==> config.mk <==
export PLATFORM = sky130hd
export DESIGN_NAME = evstamp_top
export DESIGN_NICKNAME = d
export VERILOG_FILES = /design/src/rtl/evstamp_pkg.sv /design/src/rtl/evstamp_pinsync.sv /design/src/rtl/evstamp_ctrl.sv /design/src/rtl/evstamp_hold.sv /design/src/rtl/evstamp_top.sv
export SDC_FILE = /design/constraint.sdc
export NUM_CORES = 1
export LEC_CHECK = 0
export BUFFER_PORTS_ARGS = -buffer_cell sky130_fd_sc_hd__buf_2
export CAP_MARGIN = 20
export CELL_PAD_IN_SITES_DETAIL_PLACEMENT = 0
export CELL_PAD_IN_SITES_GLOBAL_PLACEMENT = 1
export CORE_ASPECT_RATIO = 1.4
export CORE_MARGIN = 1.5
export CORE_UTILIZATION = 41
export CTS_BUF_LIST = sky130_fd_sc_hd__clkbuf_4
export CTS_CLUSTER_DIAMETER = 30
export CTS_CLUSTER_SIZE = 14
export DETAILED_ROUTE_END_ITERATION = 10
export HOLD_SLACK_MARGIN = 0.12
export PLACE_DENSITY_LB_ADDON = 0.1
export SLEW_MARGIN = 20
export SYNTH_ARGS = -nofsm -noshare
export SYNTH_HDL_FRONTEND = slang
export SYNTH_SLANG_ARGS = --single-unit
==> constraint.sdc <==
create_clock -name clk -period 2.16 [get_ports clk]
set_input_delay 0.432 -clock clk [delete_from_list [all_inputs] [get_ports clk]]
set_output_delay 0.432 -clock clk [all_outputs]
set_load 0.1 [all_outputs]
==> src/rtl/evstamp_pkg.sv <==
// Shared definitions for the event time stamp capture unit.
package evstamp_pkg;
    typedef enum logic {
        EDGE_RISE = 1'b0,
        EDGE_FALL = 1'b1
    } edge_pol_e;

    localparam int unsigned SYNC_DEPTH = 2;
endpackage

==> src/rtl/evstamp_pinsync.sv <==
// Brings the asynchronous stamp pin into the clock domain and reports
// one-cycle edges of the selected polarity.
// Assumes: pin_i may change at any time; arm_i and pol_i are quasi-static.
module evstamp_pinsync
    import evstamp_pkg::*;
#(
    parameter int unsigned STAGES = SYNC_DEPTH
) (
    input  logic      clk,
    input  logic      rst_n,
    input  logic      pin_i,
    input  edge_pol_e pol_i,
    input  logic      arm_i,
    output logic      edge_o
);
    // chain[STAGES-1] is the synchronized level, chain[STAGES] its history
    logic [STAGES:0] chain;
    logic            lvl_now;
    logic            lvl_old;

    genvar g;
    generate
        for (g = 0; g <= STAGES; g++) begin : g_stage
            // Shift the pin level one flop further per clock
            always_ff @(posedge clk) begin
                if (!rst_n)
                    chain[g] <= 1'b0;
                else if (g == 0)
                    chain[g] <= pin_i;
                else
                    chain[g] <= chain[g-1];
            end
        end
    endgenerate

    assign lvl_now = chain[STAGES-1];
    assign lvl_old = chain[STAGES];

    // Compare synchronized level with its history for the chosen edge
    always_comb begin
        if (pol_i == EDGE_FALL)
            edge_o = arm_i & ~lvl_now & lvl_old;
        else
            edge_o = arm_i & lvl_now & ~lvl_old;
    end

    AST_EDGE_PULSE: assert property (@(posedge clk) disable iff (!rst_n)
        (edge_o && $stable(arm_i) && $stable(pol_i)) |=> !edge_o);
endmodule

==> src/rtl/evstamp_ctrl.sv <==
// Merges the event sources, decides capture versus overflow, and keeps
// the captured and overflow flags plus the interrupt request.
// Assumes: tamp_i is a single-cycle pulse; clear strobes are synchronous.
module evstamp_ctrl (
    input  logic clk,
    input  logic rst_n,
    input  logic pin_evt_i,
    input  logic tamp_i,
    input  logic tamp_ts_en_i,
    input  logic irq_en_i,
    input  logic clr_flag_i,
    input  logic clr_ovf_i,
    output logic load_o,
    output logic flag_o,
    output logic ovf_o,
    output logic irq_o
);
    logic evt;
    logic busy;
    logic pend_q;
    logic flag_q;
    logic ovf_q;

    // One strobe for either source, so coincident events capture once
    assign evt    = pin_evt_i | (tamp_i & tamp_ts_en_i);
    // A capture is outstanding from its load edge until software clears it
    assign busy   = pend_q | flag_q;
    assign load_o = evt & ~busy;

    // Delay stage that makes the flag appear one edge after the load
    always_ff @(posedge clk) begin
        if (!rst_n) pend_q <= 1'b0;
        else        pend_q <= load_o;
    end

    // Captured flag: set from the delay stage, set beats clear
    always_ff @(posedge clk) begin
        if (!rst_n)          flag_q <= 1'b0;
        else if (pend_q)     flag_q <= 1'b1;
        else if (clr_flag_i) flag_q <= 1'b0;
    end

    // Overflow flag: set by an event that finds a capture outstanding
    always_ff @(posedge clk) begin
        if (!rst_n)            ovf_q <= 1'b0;
        else if (evt && busy)  ovf_q <= 1'b1;
        else if (clr_ovf_i)    ovf_q <= 1'b0;
    end

    assign flag_o = flag_q;
    assign ovf_o  = ovf_q;
    assign irq_o  = flag_q & irq_en_i;

    AST_FLAG_NOT_EARLY: assert property (@(posedge clk) disable iff (!rst_n)
        load_o |=> !flag_q);
    AST_FLAG_AFTER_LOAD: assert property (@(posedge clk) disable iff (!rst_n)
        load_o |-> ##2 flag_q);
    AST_OVF_ON_BUSY: assert property (@(posedge clk) disable iff (!rst_n)
        (evt && busy) |=> ovf_q);
    AST_SET_BEATS_CLR: assert property (@(posedge clk) disable iff (!rst_n)
        (pend_q && clr_flag_i) |=> flag_q);
    AST_CLR_FLAG: assert property (@(posedge clk) disable iff (!rst_n)
        (clr_flag_i && !pend_q) |=> !flag_q);
endmodule

==> src/rtl/evstamp_hold.sv <==
// Holding register for the captured calendar value.
// Assumes: load_i is asserted for at most one edge per capture.
module evstamp_hold #(
    parameter int unsigned W = 48
) (
    input  logic         clk,
    input  logic         rst_n,
    input  logic         load_i,
    input  logic [W-1:0] d_i,
    output logic [W-1:0] q_o
);
    // Take the calendar on load, otherwise keep the stored stamp
    always_ff @(posedge clk) begin
        if (!rst_n)      q_o <= '0;
        else if (load_i) q_o <= d_i;
    end

    AST_HOLD_KEEP: assert property (@(posedge clk) disable iff (!rst_n)
        !load_i |=> $stable(q_o));
    AST_HOLD_LOAD: assert property (@(posedge clk) disable iff (!rst_n)
        load_i |=> (q_o == $past(d_i)));
endmodule

==> src/rtl/evstamp_top.sv <==
// Event time stamp capture unit: pin synchronizer and edge detector,
// capture/overflow control and the stamp holding register.
// Assumes: calendar bus is synchronous to clk; tamper pulse is one cycle.
module evstamp_top
    import evstamp_pkg::*;
#(
    parameter int unsigned TIME_W = 24,
    parameter int unsigned DATE_W = 24
) (
    input  logic              clk,
    input  logic              rst_n,
    input  logic [TIME_W-1:0] cal_time_i,
    input  logic [DATE_W-1:0] cal_date_i,
    input  logic              pin_i,
    input  logic              tamp_evt_i,
    input  logic              pol_fall_i,
    input  logic              stamp_en_i,
    input  logic              tamp_stamp_en_i,
    input  logic              irq_en_i,
    input  logic              clr_flag_i,
    input  logic              clr_ovf_i,
    output logic [TIME_W-1:0] stamp_time_o,
    output logic [DATE_W-1:0] stamp_date_o,
    output logic              flag_o,
    output logic              ovf_o,
    output logic              irq_o
);
    localparam int unsigned CAL_W = TIME_W + DATE_W;

    logic             pin_edge;
    logic             load;
    logic [CAL_W-1:0] stamp_q;

    evstamp_pinsync #(.STAGES(SYNC_DEPTH)) u_sync (
        .clk    (clk),
        .rst_n  (rst_n),
        .pin_i  (pin_i),
        .pol_i  (edge_pol_e'(pol_fall_i)),
        .arm_i  (stamp_en_i),
        .edge_o (pin_edge)
    );

    evstamp_ctrl u_ctrl (
        .clk          (clk),
        .rst_n        (rst_n),
        .pin_evt_i    (pin_edge),
        .tamp_i       (tamp_evt_i),
        .tamp_ts_en_i (tamp_stamp_en_i),
        .irq_en_i     (irq_en_i),
        .clr_flag_i   (clr_flag_i),
        .clr_ovf_i    (clr_ovf_i),
        .load_o       (load),
        .flag_o       (flag_o),
        .ovf_o        (ovf_o),
        .irq_o        (irq_o)
    );

    evstamp_hold #(.W(CAL_W)) u_hold (
        .clk    (clk),
        .rst_n  (rst_n),
        .load_i (load),
        .d_i    ({cal_date_i, cal_time_i}),
        .q_o    (stamp_q)
    );

    assign stamp_time_o = stamp_q[TIME_W-1:0];
    assign stamp_date_o = stamp_q[CAL_W-1:TIME_W];

    AST_NO_PIN_WHEN_OFF: assert property (@(posedge clk) disable iff (!rst_n)
        (!stamp_en_i && !(tamp_evt_i && tamp_stamp_en_i) && !flag_o)
            |=> $stable(stamp_q));
endmodule

[After elaboration in Yosys (flattened, before gate mapping)]
Index checks and enable logic that the tools add are counted.
Operators by class
  bitwise gates (word level): 12
  multiplexer cells: 5
  reductions and logical operators: 3
Operators by type and width (count)
  AND 1 bit: 7
  2-to-1 mux 1 bit: 5
  nonzero test 2 bit: 2
  inverter 1 bit: 3
  OR 1 bit: 2
  logical AND 1 bit: 1
Storage, ports and cells
  bits of input ports: 58
  logic and storage cells: 27
  output and inout port bits: 51
  register bits after elaboration: 54

[Logic depth before layout (Yosys ltp)]
Gate-level depths: netlist of the first run.
  depth after elaboration: 7
  depth in mapped cells: 6
  depth with buffers taken out: 3

[Hierarchy]
From an unflattened synthesis of the first run, not the netlist that was laid out.
Unflattened totals
  cell total of the unflattened synthesis: 176
  area total of the unflattened synthesis: 2078.2 µm²
By module, submodules not included
  evstamp_hold: area each 1845.5 µm², times used 1, cells each 155, sequential area each 960.9 µm²
  evstamp_ctrl: area each 127.6 µm², times used 1, cells each 12, sequential area each 60.1 µm²
  evstamp_pinsync: area each 105.1 µm², times used 1, cells each 9, sequential area each 60.1 µm²

[Least setup slack after synthesis of the first run]
OpenSTA, ideal clock, no wires.
  kind: reg2out
  start: register u_ctrl.flag_q, in the netlist u_ctrl.flag_o
  end: output irq_o
  stages on the path, launching flop included: 2
  arrival: 1.851 ns
  buffers on the path: 0
  data required time: 1.728 ns
  slack: -0.123 ns
  cells stage by stage: dfxtp_1 -> and2_1
On the way
  word-level cells in the longest chain between the ends: 1
RTL lines
  start, declared: line evstamp_ctrl.sv:21  | logic flag_q;
  start signal, assigned: line evstamp_ctrl.sv:38  | if (!rst_n) flag_q <= 1'b0;
  start signal, assigned: line evstamp_ctrl.sv:39  | else if (pend_q) flag_q <= 1'b1;
  start signal, assigned: line evstamp_ctrl.sv:40  | else if (clr_flag_i) flag_q <= 1'b0;
  AND 1 bit: line evstamp_ctrl.sv:52  | assign irq_o = flag_q & irq_en_i;
  end, declared: line evstamp_top.sv:26  | output logic irq_o
No other way between the ends.

[Worst setup path after layout of the first run]
Same ends and word-level chain as after synthesis.

==> results of run 1 <==
-- path summary, 6_finish.rpt --
| path | startpoint | endpoint | slack [ns] | depth (start not counted) |
|---|---|---|---|---|
| setup / recovery | u_ctrl.flag_o | irq_o | 0.33 | 2 |
| setup reg to reg | u_sync.lvl_now | u_hold.q_o[39] | 0.48 | 4 |
| hold / removal | pin_i | u_sync.chain[0] | 0.25 | 2 |
| hold reg to reg | u_sync.chain[0] | u_sync.lvl_now | 0.47 | 1 |
-- through the flow --
stage	setup slack [ns]	hold WS, ns	cell area [µm²]	instances
after floorplan	0.115	0.412	3360	423
after global routing	0.247	0.241	3980	584
final	0.328	0.253	3990	585
after global placement	0.332	0.421	3930	577
after detailed placement	0.310	0.426	3930	577
after CTS	0.288	0.232	3980	584
-- registers in the layout, summed over array words and instances, names as in the netlist --
| name | cells |
|---|---|
| u_ctrl.ovf_o | 1 |
| u_hold.q_o | 48 |
| u_sync.lvl_now | 1 |
| u_sync.chain | 1 |
| u_ctrl.flag_o | 1 |
| u_sync.lvl_old | 1 |
| u_ctrl.pend_q | 1 |
-- metal layers --
layer	vias to the layer above	routed length, µm	share of wire	track usage
li1	1804	-	-	-
met1	1663	4170	0.46	0.283
met2	102	4410	0.48	0.345
met3	5	443	0.049	0.0354
met4	0	89	0.0098	0.0627
met5	-	0	0	0
-- power breakdown --
group	leakage, nW	internal (mW)	switching (mW)	total [mW]
registers	0.442	1.07	0.0373	1.11
clock network	0.0322	0.149	0.317	0.465
logic	1.08	0.190	0.750	0.940
total	1.55	1.41	1.10	2.51
-- cell families after synthesis --
family          count (synthesis)  share of synthesized area
compound gates                 51                      0.130
buf+inv                        65                     0.0932
flops                          54                      0.322
simple gates                  253                      0.454
-- placed cells by master, fill, tap and decap left out --
master     Yosys  layout
nor2_4         0       1
or2_2         48      48
and4b_2        0       1
dfxtp_1       54      54
o21ai_0        2       2
o21a_1         1       1
and2_1         5       3
nand2_1       49      49
diode_2        0       1
o2111ai_1     48      48
clkbuf_4       0       7
nor2_1         1       1
nor4bb_4       0       1
buf_12         0       9
nand3b_1       1       1
and2_2         0       2
nand4_1       96      96
buf_4          2       3
buf_2         13     107
or4_1         48      48
nor3_1         1       1
nor2b_1        1       1
-- final cells by class --
| cell class | count | area (µm²) | share of cell area |
|---|---|---|---|
| multi-input combinational | 304 | 1990 | 0.498 |
| sequential | 54 | 1080 | 0.271 |
| timing repair buffer | 119 | 738 | 0.185 |
| tap | 100 | 125 | 0.0314 |
| clock buffer | 7 | 52.6 | 0.0132 |
| antenna | 1 | 2.50 | 0.000628 |
-- critical path: cells and delay by family (launching register included) --
kind / cells / cell delay (ns)
simple gates: 1 / 0.17
flops: 1 / 0.45
buf+inv: 1 / 0.41
==> results.yml, run 1 <==
run_status:
  status: "finished, final reports clean"
final_layout:
  nNetsFinal: 542
  drive_gt1_frac: 0.370
  nFillCells: 779
  utilization: 0.508
  area_growth_pct: 18.7
setup_path:
  slowest_stage: "dfxtp_1"
  crit_fanout: 5
  crit_path_end_kind: "primary output"
  required_ns: 1.73
  arrival_ns: 1.40
  path_class: "register to primary output"
  max_stage_delay_ns: 0.45
  cp_cell_sequence: "and2_2 -> buf_2"
  critPathLaunchType: "register"
floorplan:
  num_rows: 38
  die_w_um: 79.5
  core_area_mm2: 0.00785
  initial_core_util: 0.428
  design.portCount: 109
  die_y_um: 110
  die_area_mm2: 0.00875
yosys:
  yosys-top-cells-area: "dfxtp_1 32%, nand4_1 18%, o2111ai_1 13%"
  synth-seq-area-share: 0.322
  postSynthAreaPerCell_um2: 7.94
  synth_top_cell_area_share: 0.322
  netlist_instances: 423
  synth_edf_count: 0
  netlist_area_mm2: 0.00336
  yosysMostFrequentCell: "nand4_1"
  synth_common_cells: "96 x nand4_1, 54 x dfxtp_1, 49 x nand2_1"
  synth_flop_cell: "dfxtp_1"
  ys_seq_elements: 54
  yosysUniqueCellTypes: 21
  yosysWarnings: 0
  syn_nets: 481
  synthArstFlopShare: 0
  yosysTopAreaCell: "dfxtp_1"
routing:
  wirelength_um: 9110
  via_count: 3574
  dr.pass1.iters: 4
  wl_per_cell_um: 15.6
  drtIter0Drc: 138
  ant_nets: 0
  drc_errors: 0
  via_per_inst: 6.11
timing:
  period_minus_slack_ns: 1.83
  fmax_mhz: 546
  fin_tns_setup_ns: 0
  period_share: 0.848
  final_hold_viol_count: 0
  setup_viol_count_final: 0
  rsz0062_at_grt: "no"
  tightestPinTransition_ns: 0.573
  report.final.slew_viol_count: 0
  relSlewSlack: 0.617
  skew_ns: 0.00812
power:
  powerDensity_mw_per_mm2: 630
  p_leak_nw: 1.55
  vdd_drop_max_v: 0.000377
  power_mw: 2.51
worst_hold_path:
  holdCritPathClass: "input port to register"
clocking:
  clkTransAtPathRegs_ns: 0.14
  cts_num_sinks: 54
  clk_latency_ns: 0.38
  cts.path.max_buffers: 2
  htree_levels: 2
  root_buffer: "clkbuf_4"
  cts_resized: 0
  numCtsBuffers: 5
  cts_tree: "yes"
  hold_buffers: 0
  post-cts-setup-buffers: 0
global_routing:
  grt_overflow: 0
  grt_pass1_vias: 3217
  grt_pass1_wl_um: 15100
  track_usage: 0.211
  antenna_found_initial: 0
  grt_max_degree: 98
place:
  dp_hpwl_um: 5590
  io_buffers: 108
  place.gp.congestion: 0.764
run:
  cap_violations: 0
No activity file was read; power rests on OpenSTA's default activity.
==> run 2, diff against run 1 <==
ABC_AREA = 1   (was not set)
CORE_UTILIZATION = 32   (was 41)
clock period = 1.92 ns   (was 2.16 ns; I/O delays follow)
==> results.yml, run 2 <==
setup_path:
  critPathLaunchType: "register"
  regToRegSetupSlack_ns: 0.54
  arrival_ns: 1.27
  required_ns: 1.54
  rr_startpoint: "u_ctrl.flag_o"
  ff2ff_path_depth: 5
  crit_fanout: 3
  crit_path_end_kind: "primary output"
  r2r-end: "u_hold.q_o[24]"
  path_class: "register to primary output"
floorplan:
  die_area_mm2: 0.00789
  initial_core_util: 0.335
  design.portCount: 109
  die_w_um: 75.5
  num_rows: 36
  core_area_mm2: 0.00703
  die_y_um: 105
place:
  pre_cts_slack_ns: 0.498
  io_buffers: 108
  dp_hpwl_um: 3840
  place.gp.congestion: 0.710
timing:
  tightestPinTransition_ns: 0.501
  whs_ns: 0.179
  fmax_mhz: 606
  finalWorstSetupSlack_ns: 0.271
  setup_viol_count_final: 0
  period_share: 0.859
  report.final.slew_viol_count: 0
  period_minus_slack_ns: 1.65
  final_hold_viol_count: 0
  fin_tns_setup_ns: 0
  skew_ns: 0.00817
  rsz0062_at_grt: "no"
  relSlewSlack: 0.668
clocking:
  numCtsBuffers: 5
  cts_tree: "yes"
  post-cts-setup-buffers: 0
  hold_buffers: 0
  htree_levels: 2
  cts_num_sinks: 54
  clkTransAtPathRegs_ns: 0.14
  clk_latency_ns: 0.36
  cts_resized: 0
  root_buffer: "clkbuf_4"
  cts.path.max_buffers: 2
global_routing:
  grt_max_degree: 48
  antenna_found_initial: 0
  grt_overflow: 0
  grt_pass1_vias: 1992
  track_usage: 0.142
  grt_pass1_wl_um: 8940
final_layout:
  layout_common_cells: "108 x buf_2, 58 x nand2_1, 58 x inv_1"
  register_area_mm2: 0.00108
  final_common_cell: "buf_2"
  drive_gt1_frac: 0.283
  area_growth_pct: 29.2
  multi_input_area_um2: 933
  diodes: 0
  top_register: "u_hold.q_o"
  nFillCells: 812
  utilization: 0.433
  nNetsFinal: 502
  largest_reg_flops: 48
power:
  p_leak_nw: 1.74
  powerDensity_mw_per_mm2: 932
  vdd_drop_max_v: 0.000473
yosys:
  synth_common_cells: "58 x inv_1, 58 x nand2_1, 54 x dfxtp_1"
  netlist_instances: 347
  postSynthAreaPerCell_um2: 6.79
  synth_flop_cell: "dfxtp_1"
  synthArstFlopShare: 0
  synth-seq-area-share: 0.459
  netlist_area_mm2: 0.00236
  yosysWarnings: 0
  yosys-top-cells-area: "dfxtp_1 46%, a21oi_1 10%, nand3_1 10%"
  yosysUniqueCellTypes: 14
  synth_edf_count: 0
  syn_nets: 405
  yosysTopAreaCell: "dfxtp_1"
  synth_top_cell_area_share: 0.459
  ys_seq_elements: 54
worst_hold_path:
  hold_depth: 2
  holdCritPathClass: "input port to register"
  hold_start: "clr_flag_i"
  min_to: "u_ctrl.flag_o"
routing:
  via_per_inst: 4.28
  via_count: 2311
  ant_nets: 0
  drc_errors: 0
  drtIter0Drc: 50
  wirelength_um: 5600
  dr.pass1.iters: 2
  wl_per_cell_um: 10.4
run_status:
  status: "finished, final reports clean"
run:
  cap_violations: 0
==> run 2: changes by cell type after synthesis, moves of 38 or more <==
cell       previous run  this run
inv_1                 0        58
nand3_1               0        48
nand4_1              96         1
clkbuf_1             43         5
or2_2                48         0
nor2_1                1        50
or4_1                48         0
a21oi_1               0        49
o2111ai_1            48         0
==> run 2: power breakdown <==
part | total (mW) | leakage, nW | switching, mW | internal (mW)
Combinational | 1.09 | 1.26 | 0.868 | 0.217
Sequential | 1.26 | 0.446 | 0.0442 | 1.21
Clock | 0.497 | 0.0331 | 0.344 | 0.153
==> run 2: cell families (layout without fill, tap and decap cells) <==
logic type / count (synthesis) / after routing / synth area share
flip-flops: 54 / 54 / 0.459
AO/OA/AOI/OAI: 50 / 50 / 0.107
buffers and inverters: 84 / 182 / 0.148
AND/OR/NAND/NOR: 159 / 159 / 0.286
==> run 2: how the worst max path moves through the flow <==
stage / startpoint / endpoint / cells past startpoint
floorplan: u_ctrl.flag_o / irq_o / 2
global placement: stamp_en_i / u_hold.q_o[8] / 8
detailed placement: stamp_en_i / u_hold.q_o[8] / 8
CTS: u_ctrl.flag_o / irq_o / 3
global route: u_ctrl.flag_o / irq_o / 3
finish: u_ctrl.flag_o / irq_o / 3
==> run 2: area by class of cell <==
type,count,share of cell area
Timing Repair Buffer,116,0.210
Sequential cell,54,0.356
Clock inverter,2,0.00288
Multi-Input combinational cell,209,0.307
Inverter,58,0.0715
Clock buffer,6,0.0148
Tap cell,95,0.0390
==> run 2: worst max-delay path, stage by stage (launching register included) <==
cell,delay [ns]
dfxtp_2,0.40
nand2_1,0.06
inv_1,0.04
buf_2,0.41
==> run 2: metal layers <==
layer,vias up,routed length [µm],global-route usage
met5,-,0,0
met3,5,383,0.0426
met1,978,2580,0.166
met4,0,78,0.0421
li1,1262,-,-
met2,66,2560,0.242
==> run 2: per-stage QoR <==
stage / cells / cell area (µm²) / power [mW]
after CTS: 540 / 3040 / 2.88
after detailed placement: 532 / 2990 / 2.38
after floorplan: 347 / 2360 / 2.17
after global routing: 540 / 3040 / 2.99
final: 540 / 3040 / 2.84
after global placement: 532 / 2990 / 2.37
==> run 3, diff against run 2 <==
ABC_AREA = 0   (was 1)
CORE_UTILIZATION = 38   (was 32)
==> results.yml, run 3 (same netlist as run 1, synthesis figures left out) <==
worst_hold_path:
  hold_start: "pin_i"
  holdCritPathClass: "input port to register"
setup_path:
  critPathLaunchType: "register"
  arrival_ns: 1.34
  required_ns: 1.54
  crit_fanout: 5
  crit_path_end_kind: "primary output"
  rr_startpoint: "u_sync.lvl_now"
  path_class: "register to primary output"
  crit_start: "u_ctrl.flag_o"
routing:
  ant_nets: 0
  via_count: 3584
  dr.pass1.iters: 6
  drtIter0Drc: 194
  wirelength_um: 9280
  via_per_inst: 6.06
  wl_per_cell_um: 15.7
  drc_errors: 0
final_layout:
  top_register: "u_hold.q_o"
  layout_common_cells: "107 x buf_2, 96 x nand4_1, 53 x dfxtp_1"
  fin_area_mm2: 0.00400
  fin_cells: 591
  nNetsFinal: 543
  drive_gt1_frac: 0.372
  utilization: 0.467
  largest_reg_flops: 48
  final_common_cell: "buf_2"
  area_growth_pct: 19.2
  diodes: 0
timing:
  rsz0062_at_grt: "no"
  period_share: 0.896
  tightestPinTransition_ns: 0.511
  relSlewSlack: 0.662
  final_hold_viol_count: 0
  report.final.slew_viol_count: 0
  setup_viol_count_final: 0
  period_minus_slack_ns: 1.72
  fin_tns_setup_ns: 0
  fmax_mhz: 582
  skew_ns: 0.0117
clocking:
  clk_latency_ns: 0.40
  root_buffer: "clkbuf_4"
  htree_levels: 2
  numCtsBuffers: 5
  cts.path.max_buffers: 2
  cts_resized: 0
  post-cts-setup-buffers: 0
  cts_num_sinks: 54
  hold_buffers: 0
  clkTransAtPathRegs_ns: 0.15
  cts_tree: "yes"
power:
  vdd_drop_max_v: 0.000298
  powerDensity_mw_per_mm2: 710
  p_leak_nw: 1.56
floorplan:
  num_rows: 40
  die_y_um: 114
  design.portCount: 109
  die_w_um: 82.4
  die_area_mm2: 0.00941
  initial_core_util: 0.392
  core_area_mm2: 0.00856
global_routing:
  grt_overflow: 0
  grt_max_degree: 98
  track_usage: 0.195
  antenna_found_initial: 0
  grt_pass1_vias: 3120
  grt_pass1_wl_um: 14700
place:
  io_buffers: 108
  place.gp.congestion: 0.764
  dp_hpwl_um: 5590
  place_inst: 583
  postPlaceCellArea_mm2: 0.00395
run_status:
  status: "finished, final reports clean"
run:
  cap_violations: 0
run 3: area by class of cell:
type / count / area, µm²
clock buffers: 6 / 45.0
clock inverters: 2 / 8.76
fillers: 861 / 4560
multi-input cells: 304 / 1990
flip-flops and latches: 54 / 1080
well taps: 105 / 131
repair buffers: 120 / 746
run 3: where the power goes:
group          internal (mW)  switching (mW)
Sequential              1.20          0.0424
Clock                  0.153           0.385
Combinational          0.214           0.843
run 3: worst max-delay path, stage by stage (launching register included):
cell	delay [ns]
dfxtp_2	0.40
and2_2	0.14
buf_2	0.41
run 3: path summary, 6_finish.rpt:
path	cells after the start	slack, ns	to
worst max-delay path	2	0.20	irq_o
worst min-delay path	2	0.19	u_sync.chain[0]
worst max register to register	4	0.37	u_hold.q_o[44]
worst min register to register	1	0.46	u_sync.lvl_now
run 3: metal layers:
| layer | up-vias | GRT usage | wire length [µm] |
|---|---|---|---|
| li1 | 1801 | - | - |
| met1 | 1689 | 0.257 | 4160 |
| met2 | 87 | 0.309 | 4440 |
| met3 | 7 | 0.0454 | 536 |
| met4 | 0 | 0.0599 | 134 |
| met5 | - | 0 | 0 |
run 3: per-stage QoR:
| stage | setup WS [ns] | hold WS, ns | total power [mW] |
|---|---|---|---|
| 6_report | 0.200 | 0.192 | 2.84 |
| 5_1_grt | 0.142 | 0.174 | 2.97 |
| 4_1_cts | 0.169 | 0.171 | 2.87 |
| 3_5_place_dp | 0.204 | 0.433 | 2.33 |
| 3_3_place_gp | 0.225 | 0.424 | 2.32 |
| 2_1_floorplan | 0.287 | 0.412 | 2.09 |
